<file path="src/rtl/banked_regfile_pkg.sv">
`timescale 1ns/1ps
package banked_regfile_pkg;

  localparam int NUM_NAMES = 16;
  localparam int NUM_ALT   = 6;
  localparam int NUM_SLOTS = NUM_NAMES + NUM_ALT;
  localparam int SLOT_W    = $clog2(NUM_SLOTS);
  localparam int BANK_W    = 6;

  // architectural register names
  localparam logic [3:0] ID_A = 4'd0;
  localparam logic [3:0] ID_B = 4'd1;
  localparam logic [3:0] ID_C = 4'd2;
  localparam logic [3:0] ID_D = 4'd3;
  localparam logic [3:0] ID_E = 4'd4;
  localparam logic [3:0] ID_F = 4'd5;
  localparam logic [3:0] ID_S = 4'd6;
  localparam logic [3:0] ID_I = 4'd7;
  localparam logic [3:0] ID_J = 4'd8;
  localparam logic [3:0] ID_K = 4'd9;
  localparam logic [3:0] ID_Q = 4'd10;
  localparam logic [3:0] ID_U = 4'd11;
  localparam logic [3:0] ID_W = 4'd12;
  localparam logic [3:0] ID_X = 4'd13;
  localparam logic [3:0] ID_Y = 4'd14;
  localparam logic [3:0] ID_Z = 4'd15;

  typedef enum logic [2:0] {
    OP_LOAD  = 3'd0,
    OP_LOGIC = 3'd1,
    OP_ARITH = 3'd2,
    OP_EXCH  = 3'd3,
    OP_ADD   = 3'd4
  } wrOp_e;

  // status bit positions
  localparam int FLG_C       = 0;
  localparam int FLG_Z       = 1;
  localparam int FLG_V       = 6;
  localparam int FLG_N       = 7;
  localparam int FLG_BANK_LO = 8;

  // physical storage slots; slots below NUM_NAMES share the name index
  localparam int SLOT_STATUS = 5;
  localparam int SLOT_ZERO   = 15;
  localparam int SLOT_SP_ALT = 16;
  localparam int SLOT_IRQ1   = 17;
  localparam int SLOT_IRQ2   = 18;
  localparam int SLOT_BRK    = 19;
  localparam int SLOT_NMI    = 20;
  localparam int SLOT_TICK   = 21;

  typedef struct packed {
    logic              wrHit;
    logic [SLOT_W-1:0] wrSlot;
    logic              setNZ;
    logic              setVC;
    logic              setC;
    logic              spDec;
    logic              spInc;
    logic [SLOT_W-1:0] spSlot;
    logic              zClr;
  } rfStrobe_t;

  // bank: {U,Q,K,J,I,S}
  function automatic logic [SLOT_W-1:0] mapSlot(input logic [3:0] id,
                                               input logic [BANK_W-1:0] bank);
    logic [SLOT_W-1:0] slot;
    slot = SLOT_W'(id);
    case (id)
      ID_S: if (bank[0]) slot = SLOT_W'(SLOT_SP_ALT);
      ID_I: if (bank[1]) slot = SLOT_W'(SLOT_IRQ1);
      ID_J: if (bank[2]) slot = SLOT_W'(SLOT_IRQ2);
      ID_K: if (bank[3]) slot = SLOT_W'(SLOT_BRK);
      ID_Q: if (bank[4]) slot = SLOT_W'(SLOT_NMI);
      ID_U: if (bank[5]) slot = SLOT_W'(SLOT_TICK);
      default: ;
    endcase
    return slot;
  endfunction

endpackage

</file>
<file path="src/rtl/banked_regfile_ctrl.sv">
`timescale 1ns/1ps
module banked_regfile_ctrl
  import banked_regfile_pkg::*;
(
  input  logic              wrEn,
  input  logic [3:0]        wrAddr,
  input  logic [2:0]        wrOp,
  input  logic              pushEn,
  input  logic              pullEn,
  input  logic              fetchEn,
  input  logic [3:0]        rdAddrA,
  input  logic [3:0]        rdAddrB,
  input  logic [BANK_W-1:0] bankSel,
  output rfStrobe_t         st,
  output logic [SLOT_W-1:0] rdSlotA,
  output logic [SLOT_W-1:0] rdSlotB
);

  logic isNzTarget;
  logic isAccTarget;
  logic isCarryTarget;

  // flag policy chosen by the target name, not by the bank it lands in
  always_comb begin
    isNzTarget    = 1'b0;
    isAccTarget   = 1'b0;
    isCarryTarget = 1'b0;
    case (wrAddr)
      ID_A, ID_B: begin
        isNzTarget  = 1'b1;
        isAccTarget = 1'b1;
      end
      ID_I, ID_J, ID_W, ID_X, ID_Y, ID_Z: isNzTarget = 1'b1;
      ID_C, ID_D:                         isCarryTarget = 1'b1;
      ID_E, ID_F, ID_S, ID_K, ID_Q, ID_U: ;
      default: ;
    endcase
  end

  always_comb begin
    st.wrHit  = wrEn;
    st.wrSlot = mapSlot(wrAddr, bankSel);
    st.setVC  = wrEn && isAccTarget && (wrOp == OP_ARITH);
    st.setNZ  = wrEn && isNzTarget;
    st.setC   = wrEn && isCarryTarget;
    st.spDec  = pushEn && !pullEn;
    st.spInc  = pullEn && !pushEn;
    st.spSlot = mapSlot(ID_S, bankSel);
    st.zClr   = fetchEn;
  end

  assign rdSlotA = mapSlot(rdAddrA, bankSel);
  assign rdSlotB = mapSlot(rdAddrB, bankSel);

endmodule

</file>
<file path="src/rtl/banked_regfile_dp.sv">
`timescale 1ns/1ps
module banked_regfile_dp
  import banked_regfile_pkg::*;
#(
  parameter int DATA_W     = 32,
  parameter int STACK_STEP = 1
) (
  input  logic              clk,
  input  logic              rstN,
  input  rfStrobe_t         st,
  input  logic [SLOT_W-1:0] rdSlotA,
  input  logic [SLOT_W-1:0] rdSlotB,
  input  logic [DATA_W-1:0] wrData,
  input  logic              aluCarry,
  input  logic              aluOvf,
  output logic [DATA_W-1:0] rdDataA,
  output logic [DATA_W-1:0] rdDataB,
  output logic [DATA_W-1:0] stackAddr,
  output logic [DATA_W-1:0] statusOut,
  output logic [BANK_W-1:0] bankSel
);

  localparam logic [DATA_W-1:0] STEP = DATA_W'(STACK_STEP);
  localparam logic [DATA_W-1:0] ONE  = DATA_W'(1);

  logic [DATA_W-1:0] regs     [NUM_SLOTS];
  logic [DATA_W-1:0] nextRegs [NUM_SLOTS];
  logic [DATA_W-1:0] flagsNext;

  always_comb begin
    flagsNext = regs[SLOT_STATUS];
    if (st.setNZ) begin
      flagsNext[FLG_N] = wrData[DATA_W-1];
      flagsNext[FLG_Z] = (wrData == '0);
    end
    if (st.setVC) begin
      flagsNext[FLG_V] = aluOvf;
      flagsNext[FLG_C] = aluCarry;
    end
    if (st.setC) flagsNext[FLG_C] = |wrData;
  end

  // lowest to highest priority: hold, tick, stack step, flags, write, fetch clear
  always_comb begin
    for (int n = 0; n < NUM_SLOTS; n++) nextRegs[n] = regs[n];
    nextRegs[SLOT_TICK] = regs[SLOT_TICK] + ONE;
    if (st.spDec)      nextRegs[st.spSlot] = regs[st.spSlot] - STEP;
    else if (st.spInc) nextRegs[st.spSlot] = regs[st.spSlot] + STEP;
    nextRegs[SLOT_STATUS] = flagsNext;
    if (st.wrHit) nextRegs[st.wrSlot] = wrData;
    if (st.zClr)  nextRegs[SLOT_ZERO] = '0;
  end

  always_ff @(posedge clk or negedge rstN) begin
    if (!rstN) begin
      for (int n = 0; n < NUM_SLOTS; n++) regs[n] <= '0;
    end else begin
      for (int n = 0; n < NUM_SLOTS; n++) regs[n] <= nextRegs[n];
    end
  end

  assign rdDataA   = regs[rdSlotA];
  assign rdDataB   = regs[rdSlotB];
  assign stackAddr = st.spDec ? (regs[st.spSlot] - STEP) : regs[st.spSlot];
  assign statusOut = regs[SLOT_STATUS];
  assign bankSel   = regs[SLOT_STATUS][FLG_BANK_LO +: BANK_W];

endmodule

</file>
<file path="src/rtl/banked_regfile.sv">
`timescale 1ns/1ps
module banked_regfile
  import banked_regfile_pkg::*;
#(
  parameter int DATA_W     = 32,
  parameter int STACK_STEP = 1
) (
  input  logic              clk,
  input  logic              rstN,
  input  logic [3:0]        rdAddrA,
  output logic [DATA_W-1:0] rdDataA,
  input  logic [3:0]        rdAddrB,
  output logic [DATA_W-1:0] rdDataB,
  input  logic              wrEn,
  input  logic [3:0]        wrAddr,
  input  logic [2:0]        wrOp,
  input  logic [DATA_W-1:0] wrData,
  input  logic              aluCarry,
  input  logic              aluOvf,
  input  logic              pushEn,
  input  logic              pullEn,
  input  logic              fetchEn,
  output logic [DATA_W-1:0] stackAddr,
  output logic [DATA_W-1:0] statusOut,
  output logic [1:0]        irqMask
);

  rfStrobe_t         st;
  logic [SLOT_W-1:0] rdSlotA;
  logic [SLOT_W-1:0] rdSlotB;
  logic [BANK_W-1:0] bankSel;

  banked_regfile_ctrl u_ctrl (
    .wrEn    (wrEn),
    .wrAddr  (wrAddr),
    .wrOp    (wrOp),
    .pushEn  (pushEn),
    .pullEn  (pullEn),
    .fetchEn (fetchEn),
    .rdAddrA (rdAddrA),
    .rdAddrB (rdAddrB),
    .bankSel (bankSel),
    .st      (st),
    .rdSlotA (rdSlotA),
    .rdSlotB (rdSlotB)
  );

  banked_regfile_dp #(
    .DATA_W     (DATA_W),
    .STACK_STEP (STACK_STEP)
  ) u_dp (
    .clk       (clk),
    .rstN      (rstN),
    .st        (st),
    .rdSlotA   (rdSlotA),
    .rdSlotB   (rdSlotB),
    .wrData    (wrData),
    .aluCarry  (aluCarry),
    .aluOvf    (aluOvf),
    .rdDataA   (rdDataA),
    .rdDataB   (rdDataB),
    .stackAddr (stackAddr),
    .statusOut (statusOut),
    .bankSel   (bankSel)
  );

  assign irqMask = bankSel[2:1];

endmodule

</file>
<file path="config.mk">
export PLATFORM = sky130hd
export DESIGN_NAME = banked_regfile
export DESIGN_NICKNAME = d
export VERILOG_FILES = /design/src/rtl/banked_regfile_pkg.sv /design/src/rtl/banked_regfile_ctrl.sv /design/src/rtl/banked_regfile_dp.sv /design/src/rtl/banked_regfile.sv
export SDC_FILE = /design/constraint.sdc
export NUM_CORES = 2
export LEC_CHECK = 0
export ABC_AREA = 1
export BUFFER_PORTS_ARGS = -buffer_cell sky130_fd_sc_hd__buf_2
export CELL_PAD_IN_SITES_DETAIL_PLACEMENT = 1
export CELL_PAD_IN_SITES_GLOBAL_PLACEMENT = 2
export CORE_UTILIZATION = 33
export CTS_BUF_LIST = sky130_fd_sc_hd__clkbuf_16
export CTS_CLUSTER_SIZE = 25
export DETAILED_ROUTE_END_ITERATION = 7
export HOLD_SLACK_MARGIN = 0.03
export PLACE_DENSITY_LB_ADDON = 0.1
export SYNTH_ARGS = -nofsm -noshare
export SYNTH_HDL_FRONTEND = slang
export SYNTH_SLANG_ARGS = --single-unit
</file>
<file path="constraint.sdc">
create_clock -name clk -period 1.85 [get_ports clk]
set_input_delay 0.0925 -clock clk [delete_from_list [all_inputs] [get_ports clk]]
set_output_delay 0.0925 -clock clk [all_outputs]
set_load 0.05 [all_outputs]
</file>
### Word-level counts from Yosys, hierarchy flattened

Cells that the tools add are included.

| word-level totals | value |
|---|---|
| register bits after elaboration | 704 |
| bits of input ports | 55 |
| output and inout bits | 130 |
| word-level logic and storage cells | 129 |

| cells by class | value |
|---|---|
| add/subtract/negate cells | 3 |
| order comparisons | 6 |
| equal/unequal tests | 26 |
| muxes and demuxes | 51 |
| bitwise operators | 4 |
| reduce and logical (&&, ||, !) cells | 16 |

Operator list:

| kind | number |
|---|---|
| $bwmux 704 | 3 |
| $mux 704 | 3 |
| $bmux 32 s5 | 3 |
| $demux 32 s5 | 2 |
| $mux 32 | 10 |
| $mux 5 | 19 |
| $pmux 5 s6 | 3 |
| $add 32x1->32 const B | 2 |
| $eq 4x4->1 const B | 16 |
| $logic_not 32->1 | 1 |
| $reduce_or 32->1 | 1 |
| $sub 32x1->32 const B | 1 |
| $eq 4x3->1 const B | 6 |
| $ge 6x6->1 const B | 4 |
| $not 5->6 | 4 |
| $lt 6x1->1 const B | 2 |
| $eq 4x2->1 const B | 2 |
| $logic_and 1x1->1 | 8 |
| $mux 1 | 8 |
| $reduce_or 8->1 | 1 |
| $eq 4x1->1 const B | 1 |
| $logic_not 4->1 | 1 |
| $reduce_or 2->1 | 2 |
| $eq 3x2->1 const B | 1 |
| $logic_not 1->1 | 2 |

### Depth between registers and ports, before layout

| depth | value |
|---|---|
| word-level depth | 12 |
| gate-level depth with buffers | 18 |
| gate-level depth less buffers | 16 |

### Hierarchy

A second synthesis with hierarchy kept.

| second synthesis, totals | value |
|---|---|
| cells, all modules | 12,651 |
| area total of the unflattened synthesis | 70,785.4 µm² |

By module, submodules not included:

| module | times used | cells each | area an instance (µm²) | sequential area each (µm²) |
|---|---|---|---|---|
| banked_regfile_dp | 1 | 12,500 | 70,079.7 | 17,616.9 |
| banked_regfile_ctrl | 1 | 151 | 705.7 | 0.0 |

### Least setup slack after synthesis

No wires, ideal clock.

| timing path | value |
|---|---|
| path type | register to output |
| from | register u_dp.regs (netlist bit u_dp.statusOut[8]) |
| to | output port stackAddr[16] |
| arrival | 2,748 ps |
| data required time | 1,757 ps |
| slack | -991 ps |
| stages on the path, launching flop included | 13 |
| path buffers | 2 |
| cell sequence | dfrtp_1 > buf_6 > buf_6 > nand2_1 > nand2_1 > ha_1 > inv_1 > nor2_1 > nand2_1 > nor2_2 > nand2_1 > xor2_1 > o21ai_0 |

| on the way | value |
|---|---|
| word-level cells in the longest chain between the ends | 7 |

RTL lines:

| item | line | RTL |
|---|---|---|
| start: declaration | banked_regfile_dp.sv:26 | `logic [DATA_W-1:0] regs [NUM_SLOTS];` |
| $mux 5 | banked_regfile_pkg.sv:71 | `ID_S: if (bank[0]) slot = SLOT_W'(SLOT_SP_ALT);` |
| $not 5->6 (not written as such) | banked_regfile_dp.sv:64 | `assign stackAddr = st.spDec ? (regs[st.spSlot] - STEP) : regs[st.spSlot];` |
| $bmux 32 s5 (*) | banked_regfile_dp.sv:64 |  |
| $mux 32 (not written as such) (*) (2 in series) | banked_regfile_dp.sv:64 |  |
| $sub 32x1->32 | banked_regfile_dp.sv:64 |  |
| $mux 32 (*) | banked_regfile_dp.sv:64 |  |
| end: declaration | banked_regfile.sv:23 | `output logic [DATA_W-1:0] stackAddr,` |

Every way passes the cells marked *; elsewhere a longest branch is shown, timed or not. The select of a mux whose other input is x is not followed.

### Worst setup path in the final report

| timing path | value |
|---|---|
| from | register u_dp.regs (netlist bit u_dp.statusOut[8]) |
| to | output port rdDataA[25] |

| on the way | value |
|---|---|
| word-level cells in the longest chain between the ends | 6 |

RTL lines:

| item | line | RTL |
|---|---|---|
| $mux 5 | banked_regfile_pkg.sv:71 |  |
| $pmux 5 s6 | banked_regfile_pkg.sv:70 | `case (id)` |
| $not 5->6 (not written as such) | banked_regfile_dp.sv:62 | `assign rdDataA = regs[rdSlotA];` |
| $bmux 32 s5 | banked_regfile_dp.sv:62 |  |
| $mux 32 (not written as such) (2 in series) | banked_regfile_dp.sv:62 |  |
| end: declaration | banked_regfile.sv:11 | `output logic [DATA_W-1:0] rdDataA,` |

Every way passes these cells. The select of a mux whose other input is x is not followed.

==> metrics <==
status complete, but fails checks; failing checks negative setup slack; WP buf/inv 6; Slew @ Worst Pin 1040 ps; Setup crit end kind output pin; Worst path top cell family by delay simple AND/OR/NAND/NOR gates; total CTS buffers 94; Distinct cells, synth 41; adder-cell share of the synthesized area 0.0811%; Mapped Nets 6691; post-synthesis mux area share 8.11%; CP Class reg2out; PD cells 1450 mW/mm^2; GRT overflow 0; period utilisation layout 177%; total power 98.3 mW; average wire per standard cell 28.0 microns; 1st-iter DRT viols 4862; FMAX 0.306 GHz; Synth Area per Inst 6.97 sq um; WP data arrival 3180 ps; clock latency on the worst-skew pair 720 ps; TritonCTS clock tree built; yosys warns 0; drt total wl 265000 microns; # port buffers 184; Non-Filler Instances 9463; sequential fraction of the synthesis area 38.1%; Worst Path Max Fanout 7; CP dominant cell by count buf_12; die area 0.142 sq mm; vias in the first global route 53061; global-route usage over all layers 36.0%; vias per cell 5.63; Fin. Hold Viols 0; layout cells sized above 1 29.0%; CTS Sinks 704; htree depth 3; Max-slew headroom 30.1%; via count 53279; Worst VDD drop 1.11 mV; Max Cap Viol 0; Synth Area in Compound Gates 13.9%; # fillers 16614; final setup margin -1420 ps; Area Overhead vs Synth 46.8%; clock skew 30.4 ps; Clk pin slew, worst setup/hold paths 60 ps; worst stage delay on the critical path 550 ps; IO Count 185; antenna violation net count after detailed routing 0; routability cong. 0.982; CTS root buf clkbuf_16; first-pass GRT wire length 375000 microns; Gate Count Post-Synth 6633; Lkg Pwr 32.9 nW; Sequential Area 0.0176 sq mm; Inst Count DP 9058; DIE HEIGHT 376 microns; final setup vio count 482; Critical Path Start Type flip-flop; Slew Viols, Final 0; CTS max path bufs 3; Final nets 7568; Initial Utilization 33.2%; Core Util, Final 48.7%; Critical Path RT 1760 ps; die width 376 microns; row count 137; fin crit period 3270 ps; main combinational cell family by area after synthesis simple AND/OR/NAND/NOR gates; TritonRoute pass-1 iters 6; crit path cell chain clkinv_8, nand4_1, nand2_2, nor2_4, nand2_4, buf_12, nand2_8, buf_12, buf_8, nand2_1, nand3_1, nand3_2, buf_6, nand3_2, nand2_4, buf_12; Post-Synth Simple-Gate Area 30.7%; Residual DRC 0; Slowest-stage cell, CP dfrtp_4; #FFs+latches synth 704; largest net degree at the start of global routing 95; cell area after synthesis 0.0463 sq mm; Post-DP HPWL 184000 microns; CORE AREA 0.139 sq mm; hold crit path type in2reg; unrepaired setup endpoints after global routing true; initial antenna violation count 8; footprint of the multi-input gates 0.0293 sq mm; xor-xnor portion of the synthesized cell area 0.871%
## worst register-to-register path: stages, from the launching register on
cell,delay [ps]
dfrtp_4,550
buf_12,190
buf_12,160
nand2_4,60
o21ai_4,70
inv_2,90
ha_4,160
inv_4,40
nor2_4,110
nand2_2,80
nor2_4,190
buf_6,160
nand4_1,150
buf_4,190
buf_6,100
buf_6,100
buf_6,100
buf_6,100
buf_6,110
nand3_2,50
nand2_1,50
nand3_1,80
o21ai_1,70
inv_1,60
## through the flow
stage | setup WS [ps] | setup TNS (ps) | hold slack [ps] | area, sq um
detailed placement | -971 | -203520 | 62.2 | 58400
global route | -1450 | -370160 | 115 | 67900
global placement | -962 | -190150 | 63.9 | 58400
CTS | -1370 | -308670 | 30.9 | 65700
floorplan | -164 | -11480 | -203 | 48200
finish | -1420 | -329590 | 91.3 | 67900
## flip-flops by register name, summed over array words and instances (netlist names)
signal,flops
u_dp.regs,672
u_dp.statusOut,32
## synthesized netlist by cell type (all sizes together)
cell type	n	area [sq um]
nand2	1952	7350
nand3	978	4920
o21ai	919	4600
dfrtp	704	17600
mux2i	375	3750
clkbuf	352	1320
inv	348	1310
nor2	345	1390
a21oi	218	1090
buf	217	1200
o2111ai	55	482
xor2	44	385
nand4	42	269
nor3	21	110
a31oi	18	113
nor4	17	119
a211oi	9	67.6
o211ai	6	45.0
ha	3	37.5
a22oi	2	15.0
xnor2	2	17.5
and2	1	6.26
and3	1	6.26
clkinv	1	3.75
nor3b	1	12.5
o21a	1	7.51
o21bai	1	7.51
## layout by cell type (no fill, tap or decap), types with 214 or more instances in the layout
cell type     n
a21oi_1     214
dfrtp_1     702
o21ai_0     644
mux2i_1     375
nand3_1     702
buf_12      221
nand2_1    1657
buf_4       810
nand3_2     227
o21ai_1     237
nor2_1      268
inv_1       333
## cell families (layout without fill, tap and decap cells)
kind of cell	after synthesis	after routing
AO/OA/AOI/OAI	1229	1229
AND/OR/NAND/NOR	3358	3361
adder cells (fa/ha/maj)	3	3
XOR/XNOR	46	46
multiplexers	375	375
other	0	2
flip-flops	704	704
buffers and inverters	918	1867
## metal layers
layer / up-vias / wire (microns) / global-route usage, %
met4: 4 / 11000 / 13.9
met2: 1834 / 119000 / 56.3
met3: 419 / 17100 / 5.80
met5: - / 27 / 0
li1: 23934 / - / -
met1: 27088 / 118000 / 49.6
## timing repair
action,in CTS,in global routing
pin swaps,137,127
buffers inserted,123,44
hold endpoints to repair,944,0
gates resized for setup,533,339
cloned,20,19
setup endpoints to repair,483,485
hold buffers,43,0
## report_power, final
part           leakage, nW  internal, mW  switching, mW
Sequential            8.99          20.2           3.88
Clock                 1.55          10.8           7.94
Combinational         22.4          22.0           33.5
## cell type report
class	instances	share of cell area, %
Antenna cell	2	0.00737
Clock buffer	95	3.50
Clock inverter	76	1.01
Inverter	349	2.00
Multi-Input combinational cell	5014	43.1
Sequential cell	704	26.0
Tap cell	1876	3.46
Timing Repair Buffer	1346	20.9
Timing Repair inverter	1	0.0166
## final timing paths
kind | to | cells past startpoint | slack [ps] | start
setup / recovery | rdDataA[25] | 16 | -1420 | u_dp.statusOut[8]$_DFFE_PN0P_
setup reg to reg | u_dp.regs[500]$_DFF_PN0_ | 23 | -1230 | u_dp.statusOut[8]$_DFFE_PN0P_
hold reg to reg | u_dp.regs[91]$_DFFE_PN0P_ | 2 | 490 | u_dp.regs[91]$_DFFE_PN0P_
min in group asynchronous | u_dp.regs[67]$_DFFE_PN0P_ | 3 | 170 | rstN
max in group asynchronous | u_dp.regs[233]$_DFFE_PN0P_ | 3 | 1050 | rstN
hold / removal | u_dp.regs[182]$_DFF_PN0_ | 7 | 90 | pullEn
Power figures use the tool's default switching activity.
